**src/rtl/sseg_pkg.sv**
```systemverilog
package sseg_pkg;
  typedef logic [3:0] nibble_t;
  typedef logic [6:0] seg_t;   // bit0 = a .. bit6 = g, active high

  function automatic seg_t hex_glyph(nibble_t v);
    seg_t s;
    unique case (v)
      4'h0: s = 7'h3f;
      4'h1: s = 7'h06;
      4'h2: s = 7'h5b;
      4'h3: s = 7'h4f;
      4'h4: s = 7'h66;
      4'h5: s = 7'h6d;
      4'h6: s = 7'h7d;
      4'h7: s = 7'h07;
      4'h8: s = 7'h7f;
      4'h9: s = 7'h6f;
      4'ha: s = 7'h77;
      4'hb: s = 7'h7c;
      4'hc: s = 7'h39;
      4'hd: s = 7'h5e;
      4'he: s = 7'h79;
      default: s = 7'h71;
    endcase
    return s;
  endfunction
endpackage

```
**src/rtl/ssd_prescaler.sv**
```systemverilog
module ssd_prescaler #(
  parameter int unsigned DIV = 500000
) (
  input  logic clk_i,
  input  logic rst_ni,
  output logic tick_o
);
  localparam int unsigned CNT_W = (DIV > 2) ? $clog2(DIV) : 1;
  localparam logic [CNT_W-1:0] LAST = CNT_W'(DIV - 1);

  logic [CNT_W-1:0] cnt_q;

  assign tick_o = (cnt_q == LAST);

  always_ff @(posedge clk_i or negedge rst_ni) begin
    if (!rst_ni)     cnt_q <= '0;
    else if (tick_o) cnt_q <= '0;
    else             cnt_q <= cnt_q + 1'b1;
  end

  // counter wraps after the last count and never passes it
  a_r3_cnt_wrap: assert property (@(posedge clk_i) disable iff (!rst_ni)
    (cnt_q == LAST) |=> (cnt_q == '0));
  a_r3_cnt_range: assert property (@(posedge clk_i) disable iff (!rst_ni)
    cnt_q <= LAST);
endmodule

```
**src/rtl/ssd_digit_sel.sv**
```systemverilog
module ssd_digit_sel (
  input  logic clk_i,
  input  logic rst_ni,
  input  logic tick_i,
  output logic sel_next_o,
  output logic sel_o
);
  logic sel_q;

  assign sel_next_o = sel_q ^ tick_i;
  assign sel_o      = sel_q;

  always_ff @(posedge clk_i or negedge rst_ni) begin
    if (!rst_ni) sel_q <= 1'b0;
    else         sel_q <= sel_next_o;
  end

  a_r3_flip_on_tick: assert property (@(posedge clk_i) disable iff (!rst_ni)
    tick_i |=> (sel_q != $past(sel_q)));
  a_r3_hold_no_tick: assert property (@(posedge clk_i) disable iff (!rst_ni)
    !tick_i |=> $stable(sel_q));
endmodule

```
**src/rtl/ssd_seg_decoder.sv**
```systemverilog
module ssd_seg_decoder
  import sseg_pkg::*;
(
  input  nibble_t val_i,
  output seg_t    seg_o
);
  assign seg_o = hex_glyph(val_i);
endmodule

```
**src/rtl/dual_digit_sseg.sv**
```systemverilog
module dual_digit_sseg
  import sseg_pkg::*;
#(
  parameter int unsigned DIV = 500000
) (
  input  logic       clk_i,
  input  logic       rst_ni,
  input  logic [7:0] value_i,
  output logic [6:0] seg_o,
  output logic       sel_o
);
  localparam int unsigned NUM_DIG = 2;
  localparam int unsigned NIB_W   = 4;

  logic tick;
  logic sel_next;
  seg_t glyph [NUM_DIG];
  seg_t seg_q;

  ssd_prescaler #(.DIV(DIV)) u_presc (
    .clk_i (clk_i),
    .rst_ni(rst_ni),
    .tick_o(tick)
  );

  ssd_digit_sel u_sel (
    .clk_i     (clk_i),
    .rst_ni    (rst_ni),
    .tick_i    (tick),
    .sel_next_o(sel_next),
    .sel_o     (sel_o)
  );

  // index 0 = right digit (low nibble), index 1 = left digit (high nibble)
  for (genvar d = 0; d < NUM_DIG; d++) begin : g_dig
    ssd_seg_decoder u_dec (
      .val_i(value_i[d*NIB_W +: NIB_W]),
      .seg_o(glyph[d])
    );
  end

  // pattern follows next select so both change on the same edge
  always_ff @(posedge clk_i or negedge rst_ni) begin
    if (!rst_ni) seg_q <= '0;
    else         seg_q <= sel_next ? glyph[1] : glyph[0];
  end

  assign seg_o = seg_q;

  // checker state: one edge seen since reset
  logic seen_q;
  always_ff @(posedge clk_i or negedge rst_ni) begin
    if (!rst_ni) seen_q <= 1'b0;
    else         seen_q <= 1'b1;
  end

  // output glyph matches nibble chosen by current select
  a_r4_seg_tracks: assert property (@(posedge clk_i) disable iff (!rst_ni)
    seen_q |-> (seg_o == hex_glyph(sel_o ? $past(value_i[7:4]) : $past(value_i[3:0]))));
  // selected nibble unchanged and no flip -> glyph steady
  a_r6_unsel_ignored: assert property (@(posedge clk_i) disable iff (!rst_ni)
    (seen_q && !tick && (sel_o ? ($past(value_i[7:4]) == value_i[7:4])
                               : ($past(value_i[3:0]) == value_i[3:0])))
      |=> $stable(seg_o));
endmodule

```
**config.mk**
```make
export PLATFORM = sky130hd
export DESIGN_NAME = dual_digit_sseg
export DESIGN_NICKNAME = d
export VERILOG_FILES = /design/src/rtl/sseg_pkg.sv /design/src/rtl/ssd_prescaler.sv /design/src/rtl/ssd_digit_sel.sv /design/src/rtl/ssd_seg_decoder.sv /design/src/rtl/dual_digit_sseg.sv
export SDC_FILE = /design/constraint.sdc
export NUM_CORES = 1
export LEC_CHECK = 0
export ABC_CLOCK_PERIOD_IN_PS = 3380
export BUFFER_PORTS_ARGS = -buffer_cell sky130_fd_sc_hd__buf_2
export CAP_MARGIN = 20
export CORE_ASPECT_RATIO = 1.2
export CORE_MARGIN = 4
export CORE_UTILIZATION = 59
export CTS_BUF_LIST = sky130_fd_sc_hd__clkbuf_8 sky130_fd_sc_hd__clkbuf_16
export CTS_CLUSTER_DIAMETER = 80
export CTS_CLUSTER_SIZE = 16
export DETAILED_ROUTE_END_ITERATION = 16
export GPL_TIMING_DRIVEN = 0
export MAX_ROUTING_LAYER = met4
export PLACE_DENSITY = 0.79
export SLEW_MARGIN = 20
export SYNTH_ARGS = -nofsm -noshare
export SYNTH_HDL_FRONTEND = slang
export SYNTH_HIERARCHICAL = 1
export SYNTH_SLANG_ARGS = --single-unit
```
**constraint.sdc**
```tcl
create_clock -name clk_i -period 3.38 [get_ports clk_i]
set_clock_uncertainty 0.15 [all_clocks]
set_input_delay 0.676 -clock clk_i [delete_from_list [all_inputs] [get_ports clk_i]]
set_output_delay 0.676 -clock clk_i [all_outputs]
set_load 0.01 [all_outputs]
```
==> results.cfg, run 1 <==
[status]
status = completed

[cts]
hold_buffers = 0
cts-buffers-inserted = 3
root_buffer = clkbuf_8
clk_pin_slew_ns = 0.09
cts_resized = 0
cts_max_path_buffers = 2
cts_setup_buffers = 0
tritoncts = built
htreeDepth = 1
clk_latency_ns = 0.27
cts.sinks = 27

[grt]
antenna_found_initial = 0
grt_usage_pct = 18.5
grt_max_degree = 28
overflow = 0
grt_first_pass_wirelength_mm = 5.60
grt_pass1_vias = 1301

[power]
p_sw_share_pct = 25.0
p_switching_mw = 0.154
pwr-share-comb_pct = 15.6
clkPwrFrac_pct = 30.5
p_leak_nw = 0.915
power_density_mw_per_mm2 = 308
p_seq_share_pct = 53.9
vdd_drop_max_uv = 199
power.internal_mw = 0.461

[placed_design]
dpl_cell_area_mm2 = 0.00195
dp_hpwl_mm = 2.62
place.gp.congestion = 0.883
io_buffer_count = 17

[die]
die_area_mm2 = 0.00404
rows = 21
die_y_um = 68.8
ioPinCount = 18
start_util_pct = 63.5
chipWidth_um = 58.7
core_mm2 = 0.00286

[cells_and_area]
fill_cells = 207
post-route-util_pct = 69.6
area_delta_synth_final_pct = 9.70
fin_area_mm2 = 0.00199
multi_input_area_mm2 = 0.00106
layout.nets = 215
seqCellArea_um2 = 676
antenna-diode-count = 0
layout-drive-gt1-share_pct = 26.5

[sta]
setup_tns_ns = 0
setup-violations-final = 0
max-slew-margin-rel_pct = 60.6
rsz0062_at_grt = false
tightestPinTransition_ns = 0.591
timing.final.crit_period_ns = 2.65
min_period_over_period_pct = 78.3
timing.fmax_mhz = 378
hold_viol = 0
slew_viol_final = 0

[synth]
yosysTopAreaCell = dfrtp_1
synthFlopType = dfrtp_1
synth_common_cells = 27 x dfrtp_1, 15 x ha_1, 10 x inv_1, 10 x nand2_1
synth_area_leaders = dfrtp_1 37%, ha_1 10%, mux2_4 5.8%, xnor2_1 4.3%, mux2_2 3.7%
synth_top_area_share_pct = 37.2
synthCells = 168
syn_nets = 193
synth-seq-cells = 27
synthDistinctLibCells = 39
synth_edf_count = 0
yosysMostFrequentCell = dfrtp_1
synth_async_sr_flop_share_pct = 100
netlist_area_mm2 = 0.00182
post_synth.cell_area_avg_um2 = 10.8
ys_seq_area_share_pct = 37.2
yosysWarnings = 6

[routing]
ant_nets = 0
drc_errors = 0
vias = 1307
drtIter0Drc = 26
finalWirelength_mm = 3.36
wire_per_inst_um = 15.1
firstDrtPassIters = 4
avgViaCountPerCell = 5.86

[setup_path]
ff2ff_setup_slack_ns = 0.73
critPathRequiredTime_ns = 3.40
crit_slowest_cell = dfrtp_1
path_buf_inv = 2
crit_family = simple AND/OR/NAND/NOR gates
startpoint_type = flop
critPathCaptureType = flop
rr_endpoint = seg_o[4]$_DFF_PN0_
path_class = reg -> reg
reg2regPathDepth = 8
r2r_start = u_presc/cnt_q[0]$_DFF_PN0_
cp-startpoint = u_presc/cnt_q[0]$_DFF_PN0_
crit_arrival_ns = 2.66
path_cells = ha_1 > and4_4 > nand4_1 > nor3_1 > buf_2 > xor2_1 > buf_6 > mux2_4
worstPathMaxFanout = 10
slowest_delay_ns = 0.42

[hold_path]
hp-class = in -> async

[job]
cap_violations = 0
[placed cells by master (no fill, tap or decap), types with 2 or more instances in the layout]
cell type,Yosys,layout
a21oi_1,9,9
a31o_1,2,2
and3_1,3,3
buf_2,3,20
buf_6,3,3
clkbuf_8,0,3
dfrtp_1,27,27
ha_1,15,15
inv_1,10,10
mux2_2,6,6
mux2_4,7,7
mux2i_1,4,4
mux4_1,2,2
nand2_1,10,10
nand2b_1,2,2
nand3_1,5,5
nand3b_1,3,3
nand4_1,5,5
nor2_1,7,7
nor2b_1,3,3
nor3_1,5,5
nor4_1,2,2
o21ai_0,2,2
o31a_2,2,2
o31ai_1,2,2
o32a_1,2,2
or2b_1,2,2
xnor2_1,9,9
xor2_1,5,5
[sequential cells by signal, summed over array words and instances, names as in the netlist]
| register | count |
|---|---|
| u_presc/cnt_q | 19 |
| seg_o | 7 |
| u_sel/sel_o | 1 |
[power by group through the flow]
stage                     registers, mW  logic, mW  clock network, mW
after floorplan                   0.342     0.0573                  0
after global placement            0.338     0.0915                  0
after detailed placement          0.338     0.0966                  0
after CTS                         0.332     0.0967              0.191
after global routing              0.332      0.106              0.198
final                             0.332     0.0957              0.188
[kinds of logic after synthesis]
| kind of cell | after synthesis | synth area share, % |
|---|---|---|
| compound gates | 20 | 7.50 |
| xor+xnor | 14 | 6.74 |
| fa+ha+maj | 15 | 10.3 |
| buf+inv | 16 | 4.75 |
| flops | 27 | 37.2 |
| mux | 19 | 14.6 |
| simple gates | 57 | 18.9 |
[worst max path at each step]
stage | to | cells after the start
after floorplan | seg_o[0]$_DFF_PN0_ | 8
after global placement | seg_o[4]$_DFF_PN0_ | 8
after detailed placement | seg_o[4]$_DFF_PN0_ | 8
after CTS | seg_o[4]$_DFF_PN0_ | 8
after global routing | seg_o[4]$_DFF_PN0_ | 8
final | seg_o[4]$_DFF_PN0_ | 8
[per-layer routing]
metal	wire, um	vias to the layer above	GRT usage, %	part of all wire, %
met2	1810	30	35.5	54
li1	-	636	-	-
met1	1420	637	19.5	42
met5	0	-	-	0
met3	82	4	0.931	2.4
met4	44	0	8.50	1.3
[area by class of cell]
cell class	instances	share of cell area [%]
clock inverters	1	0.376
well taps	34	2.13
plain buffers	6	2.45
multi-input cells	125	52.9
clock buffers	3	2.07
repair buffers	17	4.27
inverters	10	1.88
flip-flops and latches	27	33.9
[stage by stage]
stage                     instances  total power, mW  hold slack (ns)  worst slack [ns]
final                           223            0.615            0.243             0.734
after global placement          219            0.430            0.330             0.741
after CTS                       223            0.620            0.255             0.724
after detailed placement        219            0.435            0.339             0.733
after global routing            223            0.637            0.291             0.550
after floorplan                 168            0.399            0.230              1.04
No activity file was read; power rests on OpenSTA's default activity.
==> run 2, diff against run 1 <==
- ABC_CLOCK_PERIOD_IN_PS: 3380 -> 2300
- CORE_UTILIZATION: 59 -> 53
- PLACE_DENSITY: 0.79 -> 0.75
- clock period: 3.38 -> 2.3 ns (I/O delays scaled with it)
==> results.cfg, run 2 (synthesized netlist as in run 1, its figures left out) <==
[sta]
rsz0062_at_grt = true
hold_viol = 0
timing.fmax_mhz = 441
slew_viol_final = 0
setup_tns_ns = 0
tightestPinTransition_ns = 0.572
max-slew-margin-rel_pct = 61.9
min_period_over_period_pct = 98.6
fin_hold_ws_ns = 0.0198
setup-violations-final = 0
timing.final.crit_period_ns = 2.27

[cells_and_area]
regMostFlops = u_presc/cnt_q
final_common_cell = dfrtp_1
largest_register_ff_count = 19
antenna-diode-count = 0
layout.nets = 225
layout-drive-gt1-share_pct = 31.7
final_cell_mix = 27 x dfrtp_1, 19 x buf_2, 14 x ha_1
area_delta_synth_final_pct = 16.4
fill_cells = 263
stdcell_count = 236
fin_area_mm2 = 0.00212

[grt]
grt_pass1_vias = 1322
grt_first_pass_wirelength_mm = 5.91
overflow = 0
grt_max_degree = 28
grt_usage_pct = 18.3
antenna_found_initial = 0

[die]
start_util_pct = 54.9
ioPinCount = 18
chipWidth_um = 61.5
rows = 23
core_mm2 = 0.00331
die_area_mm2 = 0.00444
die_y_um = 72.2

[setup_path]
crit_slowest_cell = dfrtp_1
crit_arrival_ns = 2.28
cp-endpoint = seg_o[5]$_DFF_PN0_
rr_endpoint = seg_o[5]$_DFF_PN0_
slowest_delay_ns = 0.40
cp_num_cells = 8
worstPathMaxFanout = 7
path_class = reg -> reg
ff2ff_setup_slack_ns = 0.03
reg2regPathDepth = 8
critPathCaptureType = flop
critPathRequiredTime_ns = 2.31
path_cells = ha_4 > and4_4 > nand4_1 > nor3_2 > buf_6 > xor2_4 > buf_6 > mux2_4
crit_family = simple AND/OR/NAND/NOR gates
r2r_start = u_presc/cnt_q[1]$_DFF_PN0_
startpoint_type = flop
crit_path_frequent_cell = buf_6
path_buf_inv = 2
cp-startpoint = u_presc/cnt_q[1]$_DFF_PN0_

[job]
cap_violations = 0

[routing]
drtIter0Drc = 60
vias = 1356
firstDrtPassIters = 4
wire_per_inst_um = 15.0
finalWirelength_mm = 3.54
ant_nets = 0
avgViaCountPerCell = 5.75
drc_errors = 0

[placed_design]
dp_cells = 222
io_buffer_count = 17
place.gp.congestion = 0.881
dp_hpwl_mm = 2.66
dpl_cell_area_mm2 = 0.00196

[power]
p_leak_nw = 0.969
vdd_drop_max_uv = 397
p_total_mw = 0.898
power_density_mw_per_mm2 = 424

[cts]
cts-buffers-inserted = 3
cts.sinks = 27
clk_pin_slew_ns = 0.09
tritoncts = built
root_buffer = clkbuf_8
cts_max_path_buffers = 2
clk_latency_ns = 0.27
hold_buffers = 0
htreeDepth = 1

[hold_path]
hp-class = in -> async

[status]
status = completed
-- run 2: final cells by class --
cell class                 instances  area [um2]  share of cell area, %
inverter                          10        37.5                   1.77
sequential                        27         676                   31.9
clock buffer                       3        41.3                   1.95
clock inverter                     1        7.51                  0.355
multi-input combinational        125        1090                   51.6
tap                               37        46.3                   2.19
timing repair buffer              27         160                   7.57
buffer                             6        55.1                   2.60
-- run 2: stage by stage --
stage / util [%] / setup WS (ns)
floorplan: - / 0.0125
global placement: 59.1 / -0.221
detailed placement: 59.1 / -0.239
CTS: 61.9 / 0.0111
global route: 63.9 / -0.0490
finish: 63.9 / 0.0325
-- run 2: per-layer routing --
metal	global-route usage, %	routed length (um)
met2	33.2	2010
met4	7.78	70
met3	1.25	85
met1	19.8	1370
met5	-	0
-- run 2: worst min path at each step --
stage	to	slack (ns)	cells past startpoint
after floorplan	seg_o[0]$_DFF_PN0_	0.01	0
after global placement	u_presc/cnt_q[7]$_DFF_PN0_	0.32	1
after detailed placement	u_presc/cnt_q[5]$_DFF_PN0_	0.34	1
after CTS	u_presc/cnt_q[9]$_DFF_PN0_	0.04	1
after global routing	u_presc/cnt_q[9]$_DFF_PN0_	0.06	1
final	u_presc/cnt_q[14]$_DFF_PN0_	0.02	1
-- run 2: repair_timing --
action	CTS	global route
resized for setup	3	2
endpoints found under the setup margin	7	7
pin swaps	1	3
cloned	0	0
buffers inserted	4	6
-- run 2: where the power goes --
part           switching [mW]  total [mW]  internal [mW]
registers             0.00304       0.488          0.485
clock network           0.146       0.269          0.123
logic                  0.0715       0.141         0.0698
total                   0.221       0.898          0.677
==> run 3, diff against run 2 <==
- RECOVER_POWER: default -> 100
==> results.cfg, run 3 (synthesized netlist as in run 1, its figures left out) <==
[setup_path]
crit_path_frequent_cell = buf_6
worstPathMaxFanout = 7
reg2regPathDepth = 8
crit_family = simple AND/OR/NAND/NOR gates
rr_endpoint = seg_o[5]$_DFF_PN0_
slowest_delay_ns = 0.40
r2r_start = u_presc/cnt_q[1]$_DFF_PN0_
cp_num_cells = 8
critPathCaptureType = flop
path_cells = ha_4 > and4_4 > nand4_1 > nor3_2 > buf_6 > xor2_4 > buf_6 > mux2_4
critPathRequiredTime_ns = 2.31
path_class = reg -> reg
startpoint_type = flop
crit_arrival_ns = 2.28
ff2ff_setup_slack_ns = 0.03
path_buf_inv = 2
crit_slowest_cell = dfrtp_1

[routing]
finalWirelength_mm = 3.54
avgViaCountPerCell = 5.74
drtIter0Drc = 60
drc_errors = 0
wire_per_inst_um = 15.0
ant_nets = 0
vias = 1355
firstDrtPassIters = 4

[die]
die_area_mm2 = 0.00444
start_util_pct = 54.9
die_y_um = 72.2
rows = 23
core_mm2 = 0.00331
ioPinCount = 18
chipWidth_um = 61.5

[placed_design]
place.gp.congestion = 0.881
dp_hpwl_mm = 2.66
dp_cells = 222
io_buffer_count = 17

[cts]
cts-buffers-inserted = 3
cts_max_path_buffers = 2
tritoncts = built
clk_pin_slew_ns = 0.09
htreeDepth = 1
cts.sinks = 27
clk_latency_ns = 0.27
root_buffer = clkbuf_8

[cells_and_area]
largest_register_ff_count = 19
final_common_cell = dfrtp_1
fill_cells = 263
area_delta_synth_final_pct = 16.3
final_cell_mix = 27 x dfrtp_1, 18 x buf_2, 14 x ha_1
post-route-util_pct = 63.9
regMostFlops = u_presc/cnt_q
stdcell_count = 236
antenna-diode-count = 0
layout-drive-gt1-share_pct = 31.2
layout.nets = 225

[grt]
overflow = 0
antenna_found_initial = 0
grt_first_pass_wirelength_mm = 5.91
grt_pass1_vias = 1322
grt_max_degree = 28
grt_usage_pct = 18.3

[status]
status = completed

[sta]
setup-violations-final = 0
rsz0062_at_grt = true
slew_viol_final = 0
tightestPinTransition_ns = 1.36
timing.fmax_mhz = 441
setup_tns_ns = 0
min_period_over_period_pct = 98.5
max-slew-margin-rel_pct = 9.22
timing.final.crit_period_ns = 2.27
hold_viol = 0

[power]
p_leak_nw = 0.966
vdd_drop_max_uv = 397
power.internal_mw = 0.677
p_seq_share_pct = 54.3
pwr-share-comb_pct = 15.7
power_density_mw_per_mm2 = 424
clkPwrFrac_pct = 29.9
p_switching_mw = 0.220
p_sw_share_pct = 24.6
p_total_mw = 0.897

[job]
cap_violations = 0

[hold_path]
hp-class = in -> async
run 3: cell types whose count changed in the layout (fill, tap and decap cells not counted), sizes merged:
cell and delta:
clkbuf +1, buf -1
run 3: power by group through the flow:
| stage | Combinational [mW] | Sequential (mW) | Clock, mW |
|---|---|---|---|
| detailed placement | 0.143 | 0.497 | 0 |
| global route | 0.156 | 0.488 | 0.297 |
| CTS | 0.143 | 0.488 | 0.278 |
| floorplan | 0.0842 | 0.503 | 0 |
| finish | 0.141 | 0.488 | 0.269 |
| global placement | 0.135 | 0.497 | 0 |
run 3: cell type report:
class                   count  area (um2)  area share (%)
clock inverters             1        7.51           0.355
repair buffers             27         159            7.51
clock buffers               3        41.3            1.95
flip-flops and latches     27         676            32.0
plain buffers               6        55.1            2.60
multi-input cells         125        1090            51.7
well taps                  37        46.3            2.19
inverters                  10        37.5            1.78
run 3: worst register-to-register path: stages (launching register included):
cell and delay [ns]:
dfrtp_1 0.40, ha_4 0.15, and4_4 0.26, nand4_1 0.14
nor3_2 0.28, buf_6 0.17, xor2_4 0.15, buf_6 0.17
mux2_4 0.30
run 3: what timing repair did:
item | 4_1_cts | 5_1_grt
setup endpoints to repair | 7 | 7
buffers inserted | 4 | 6
gates resized for setup | 3 | 2
pin swaps | 1 | 3
hold buffers | 0 | 0
run 3: metal layers:
metal,vias to the layer above,GRT usage (%),wire length (um)
li1,657,-,-
met4,0,7.78,70
met2,28,33.2,2010
met5,-,-,0
met1,664,19.8,1370
met3,6,1.25,85
run 3: worst max path at each step:
stage / start / endpoint
3_5_place_dp: u_presc/cnt_q[0]$_DFF_PN0_ / seg_o[6]$_DFF_PN0_
4_1_cts: u_presc/cnt_q[0]$_DFF_PN0_ / seg_o[6]$_DFF_PN0_
6_report: u_presc/cnt_q[1]$_DFF_PN0_ / seg_o[5]$_DFF_PN0_
2_1_floorplan: u_presc/cnt_q[0]$_DFF_PN0_ / seg_o[0]$_DFF_PN0_
3_3_place_gp: u_presc/cnt_q[0]$_DFF_PN0_ / seg_o[4]$_DFF_PN0_
5_1_grt: u_presc/cnt_q[1]$_DFF_PN0_ / seg_o[5]$_DFF_PN0_
run 3: through the flow:
| stage | cell area, um2 | hold WS [ns] | setup WS (ns) |
|---|---|---|---|
| after floorplan | 1830 | 0.0144 | 0.0125 |
| after global placement | 1960 | 0.324 | -0.221 |
| after detailed placement | 1960 | 0.341 | -0.239 |
| after CTS | 2050 | 0.0413 | 0.0111 |
| after global routing | 2110 | 0.399 | -0.0490 |
| final | 2110 | 0.325 | 0.0334 |
